`src/rtl/split_credit_pkg.sv`:
```
package split_credit_pkg;

  typedef struct packed {
    logic inc;
    logic dec;
  } creditStrobe_t;

  function automatic int unsigned codeToLimit(input logic [2:0] code);
    case (code)
      3'd0: return 1;
      3'd1: return 2;
      3'd2: return 3;
      3'd3: return 4;
      3'd4: return 8;
      3'd5: return 12;
      3'd6: return 16;
      default: return 32;
    endcase
  endfunction

endpackage

```
`src/rtl/split_credit_ctrl.sv`:
```
module split_credit_ctrl
  import split_credit_pkg::*;
#(
  parameter int CODE_W   = 3,
  parameter int SHARED_W = 5,
  parameter int CNT_W    = 6
) (
  input  logic                clk,
  input  logic                rstN,
  input  logic                txReq,
  input  logic                rxReq,
  input  logic                retire,
  input  logic [CODE_W-1:0]   maxCode,
  input  logic [SHARED_W-1:0] sharedSplits,
  input  logic [CNT_W-1:0]    count,
  output logic                txGrant,
  output logic                rxGrant,
  output creditStrobe_t       strobe
);

  logic [CNT_W-1:0] limit;
  logic [CNT_W-1:0] sharedCnt;
  logic             belowLimit;
  logic             belowShared;
  logic             txOk;
  logic             rxOk;
  logic             lastWasRx;

  always_comb begin
    limit       = CNT_W'(codeToLimit(3'(maxCode)));
    sharedCnt   = CNT_W'(sharedSplits);
    belowLimit  = count < limit;
    belowShared = (sharedSplits == '0) || (count < sharedCnt);
    txOk        = txReq && belowLimit && belowShared;
    rxOk        = rxReq && belowLimit;
    txGrant     = txOk && (!rxOk || lastWasRx);
    rxGrant     = rxOk && (!txOk || !lastWasRx);
    strobe.inc  = txGrant || rxGrant;
    strobe.dec  = retire && (count != '0);
  end

  // Round-robin memory: records the side of the most recent grant.
  always_ff @(posedge clk or negedge rstN) begin
    if (!rstN)        lastWasRx <= 1'b1;
    else if (txGrant) lastWasRx <= 1'b0;
    else if (rxGrant) lastWasRx <= 1'b1;
  end


  one_grant_chk: assert property (@(posedge clk) disable iff (!rstN)
    !(txGrant && rxGrant));


  rr_alt_chk: assert property (@(posedge clk) disable iff (!rstN)
    $past(txGrant && rxReq) && rxReq |-> !txGrant);

endmodule

```
`src/rtl/split_credit_count.sv`:
```
module split_credit_count
  import split_credit_pkg::*;
#(
  parameter int CNT_W     = 6,
  parameter int MAX_LIMIT = 32
) (
  input  logic             clk,
  input  logic             rstN,
  input  creditStrobe_t    strobe,
  output logic [CNT_W-1:0] count
);

  always_ff @(posedge clk or negedge rstN) begin
    if (!rstN) count <= '0;
    else begin
      case ({strobe.inc, strobe.dec})
        2'b10:   count <= count + 1'b1;
        2'b01:   count <= count - 1'b1;
        default: count <= count;
      endcase
    end
  end


  no_overflow_chk: assert property (@(posedge clk) disable iff (!rstN)
    count <= CNT_W'(MAX_LIMIT));

endmodule

```
`src/rtl/split_credit_limiter.sv`:
```
module split_credit_limiter
  import split_credit_pkg::*;
#(
  parameter int CODE_W    = 3,
  parameter int SHARED_W  = 5,
  parameter int MAX_LIMIT = 32,
  localparam int CNT_W    = $clog2(MAX_LIMIT + 1)
) (
  input  logic                clk,
  input  logic                rstN,
  input  logic                txReq,
  input  logic                rxReq,
  input  logic                retire,
  input  logic [CODE_W-1:0]   maxCode,
  input  logic [SHARED_W-1:0] sharedSplits,
  output logic                txGrant,
  output logic                rxGrant,
  output logic [CNT_W-1:0]    outstanding
);

  creditStrobe_t strobe;

  split_credit_ctrl #(.CODE_W(CODE_W), .SHARED_W(SHARED_W), .CNT_W(CNT_W)) u_ctrl (
    .clk(clk), .rstN(rstN), .txReq(txReq), .rxReq(rxReq), .retire(retire),
    .maxCode(maxCode), .sharedSplits(sharedSplits), .count(outstanding),
    .txGrant(txGrant), .rxGrant(rxGrant), .strobe(strobe)
  );

  split_credit_count #(.CNT_W(CNT_W), .MAX_LIMIT(MAX_LIMIT)) u_count (
    .clk(clk), .rstN(rstN), .strobe(strobe), .count(outstanding)
  );


  step_up_chk: assert property (@(posedge clk) disable iff (!rstN)
    (txGrant || rxGrant) && !retire |=> outstanding == $past(outstanding) + 1'b1);


  paired_hold_chk: assert property (@(posedge clk) disable iff (!rstN)
    (txGrant || rxGrant) && retire && outstanding != '0 |=> $stable(outstanding));


  floor_chk: assert property (@(posedge clk) disable iff (!rstN)
    outstanding == '0 && retire && !txGrant && !rxGrant |=> outstanding == '0);

endmodule

```
`config.mk`:
```
export PLATFORM = sky130hd
export DESIGN_NAME = split_credit_limiter
export DESIGN_NICKNAME = d
export VERILOG_FILES = /design/src/rtl/split_credit_pkg.sv /design/src/rtl/split_credit_ctrl.sv /design/src/rtl/split_credit_count.sv /design/src/rtl/split_credit_limiter.sv
export SDC_FILE = /design/constraint.sdc
export NUM_CORES = 1
export LEC_CHECK = 0
export ABC_AREA = 1
export BUFFER_PORTS_ARGS = -buffer_cell sky130_fd_sc_hd__buf_4
export CORE_MARGIN = 4
export CORE_UTILIZATION = 53
export DETAILED_ROUTE_END_ITERATION = 16
export GPL_ROUTABILITY_DRIVEN = 0
export PLACE_DENSITY_LB_ADDON = 0.2
export SYNTH_ARGS = -nofsm -noshare
export SYNTH_HDL_FRONTEND = slang
export SYNTH_HIERARCHICAL = 1
export SYNTH_SLANG_ARGS = --single-unit
export TNS_END_PERCENT = 100
```
`constraint.sdc`:
```
create_clock -name clk -period 4.1 [get_ports clk]
set_clock_uncertainty 0.1 [all_clocks]
set_input_delay 1.23 -clock clk [delete_from_list [all_inputs] [get_ports clk]]
set_output_delay 1.23 -clock clk [all_outputs]
set_load 0.02 [all_outputs]
```
==> results.md <==
* Status: finished with violations
* Failing checks: negative setup slack
* Max Cap Viol at 0
* Syn-to-layout area delta at 28.7%
* RR Endpoint: u_count/count[4]$_DFFE_PN0P_
* Syn Inst Count at ~150
* Crit. End Element: output pin
* Row cnt at 15
* CTS Buf Count at 3
* P per Cell Area at between 700 and 800 mW/mm^2
* VDD IR max at slightly above 0.5 mV
* Register area share after synthesis at 0.183
* Die Ht at ~51 um
* Post-DP HPWL at between 1500 and 2000 um
* Final worst slack at -0.0262 ns
* Vias per cell at ~5
* WS Path Type: in -> out
* Syn_nets at roughly 180
* Flop and latch count out of synthesis at 7
* Initial antenna violation count at 0
* Worst-Margin Slew at 0.375 ns
* Post-route ant nets at 0
* Yosys warning count at 6
* Setup TNS at -0.0357 ns
* Arrival @ worst endpoint at roughly 2.8 ns
* Die Span X at ~50 um
* CTS tree: built
* Share of cells above drive strength 1 at 0.304
* Post-synth EDFFs at 0
* CP required at 2.77 ns
* Reg2reg setup slack at 1.01 ns
* Clk sink count at 7
* Tmin final at 4.13 ns
* Nets at between 200 and 250
* Vias at ~1,000
* Syn_area_per_cell at 6.26 um^2
* Synth area leader: nand2_1
* Global-route wire length before repair at 3860 um
* Startpoint types: primary input
* Crit Path Max Fanout at 4
* Yosys top cell area share at 0.183
* Rel. slew slack at 0.750
* Worst reg-to-reg path cell count at 21
* Final Core Density at 0.719
* Overall routing resource usage at 0.191
* Clk slew on worst S/H paths at ~0.050 ns
* R2r startpoint: u_count/count[3]$_DFFE_PN0P_
* Slowest CP cell: or2_4
* DRT Wirelength at roughly 2500 um
* Worst setup endpoint: txGrant
* Fmax at about 240 MHz
* Top FF cell, synth: dfrtp_1
* Congestion Overflow GR at 0
* # DRC at 0
* Crit share post-route at 1.01
* Final Max Slew Viols at 0
* Vias in the first global route at about 950
* Pin count of the biggest net entering global routing at 10
* Die area at between 0.002 and 0.003 mm^2
* Clock Path Buffers at 2
* Min-delay src: u_ctrl/lastWasRx$_DFFE_PN1P_
* RSZ-0062 raised after global routing: true
* Netlist Area Pre-Place at just under 0.001 mm^2
* Wire per inst at 11.9 um
* CP Launch Point: maxCode[2]
* Hold WC Path Type: reg -> reg
* IO Count at 21
* Netlist cell types at 24
* Crit-path cells: buf_8, inv_6, or2_4, nand2_1, nand2_1, ha_2, a21oi_2, nor2_2, nor2_4, nand2_2, nor2_4, nand2_2, a21oi_2, buf_6
* Top post-synthesis cells by area: nand2_1, dfrtp_1, ha_1
* Root Buffer: clkbuf_4
* Share of flip-flops with an asynchronous set or reset at 1.00
* Setup violators final at 2
* Port-buffer cells at 20
* Leakage Power at roughly 0.0007 uW
* Bufs and invs on worst path at 3
* # H-tree levels at 1
* Starting Density at 0.559
* Ant. Diodes at 0
* Crit path largest cell delay at 0.25 ns
* DRT Pass-1 Iters at 4
* Hold Vio Cnt, Final at 0
* Initial DRC Count at 28
* Core ar. at approximately 0.0017 mm^2
* Worst path depth at 14
* Clock insertion delay at the later pin of the skew report at approximately 0.25 ns
* Delay-heaviest family, CP: simple AND/OR/NAND/NOR gates
==> cell families (layout without fill, tap and decap cells) <==
family	after synthesis	after routing	share of synthesized area
AND/OR/NAND/NOR	89	89	0.422
buffers and inverters	32	59	0.147
adder cells (fa/ha/maj)	12	12	0.156
AO/OA/AOI/OAI	12	12	0.0752
flip-flops	7	7	0.183
XOR/XNOR	2	2	0.0182
==> layer usage <==
layer / share of wire / vias to the layer above / global-route usage
met1: 0.41 / 485 / 0.222
met4: 0 / 0 / 0.0359
met2: 0.55 / 23 / 0.363
li1: - / 535 / -
met3: 0.038 / 0 / 0.0297
met5: 0 / - / 0
==> cell usage after synthesis (all sizes together), types with 2 or more instances <==
cell / instances
xnor2: 2
or2: 2
nand2: 54
nor2: 16
a21oi: 6
inv: 30
nor3: 2
dfrtp: 6
o21ai: 3
nand3: 14
ha: 12
==> sequential cells by signal, indices dropped and copies added (netlist names) <==
register,count
u_count/count,6
u_ctrl/lastWasRx,1
==> worst min path at each step <==
stage,end,slack (ns),cells after the start
after detailed placement,u_ctrl/lastWasRx$_DFFE_PN1P_,0.45,3
after global placement,u_ctrl/lastWasRx$_DFFE_PN1P_,0.44,3
after floorplan,u_ctrl/lastWasRx$_DFFE_PN1P_,0.42,3
after CTS,u_ctrl/lastWasRx$_DFFE_PN1P_,0.46,3
after global routing,u_ctrl/lastWasRx$_DFFE_PN1P_,0.54,4
final,u_ctrl/lastWasRx$_DFFE_PN1P_,0.50,4
==> timing repair <==
item | 4_1_cts | 5_1_grt
hold buffers | 0 | 0
resized for setup | 0 | 14
setup buffers | 0 | 3
setup endpoints to repair | 0 | 3
==> worst reg2reg max path, cell delays in order, from the launching register on <==
cell and delay [ns]:
dfrtp_1 0.56, ha_4 0.27, a21oi_2 0.15, nor2_2 0.07
nor2_4 0.11, nand2_2 0.07, nor2_4 0.13, nand2_2 0.07
nand2_1 0.07, inv_1 0.06, ha_1 0.22, inv_2 0.10
nand2_1 0.07, nand2_2 0.07, inv_1 0.04, ha_1 0.17
a21oi_1 0.19, inv_1 0.08, nand3_1 0.11, nand3_1 0.07
nand3_1 0.07, o21ai_0 0.09
==> through the flow <==
step                      power, uW  hold WS [ns]  area [um^2]  setup slack [ns]  std cells
after floorplan                 686         0.422          965             0.284        154
after global placement          847         0.443         1140             0.131        199
after detailed placement        873         0.448         1140            0.0518        199
after CTS                       940         0.462         1170            0.0480        203
after global routing           1090         0.543         1240            -0.133        206
final                           983         0.495         1240           -0.0262        206
==> cells in the final DEF (no fill, tap or decap), types with 4 or more instances in the layout <==
cell and n:
nand2_1 47, inv_1 24, buf_4 20, nand3_1 13, ha_1 10, nor2_1 9
nand2_2 7, dfrtp_1 6, inv_2 5, nor2_2 5, a21oi_1 4
==> where the power goes <==
group / internal (uW) / total [uW] / switching (uW)
combinational: 297 / 732 / 435
sequential: 110 / 189 / 78.9
clock: 37.1 / 61.7 / 24.6
total: 444 / 983 / 538
==> final cells by class <==
type / count / area (um^2)
fill: 154 / 485
clock buffer: 4 / 26.3
inverter: 31 / 135
tap: 25 / 31.3
timing repair buffer: 24 / 199
sequential: 7 / 176
multi-input combinational: 115 / 673
No activity file was read; power rests on OpenSTA's default activity.
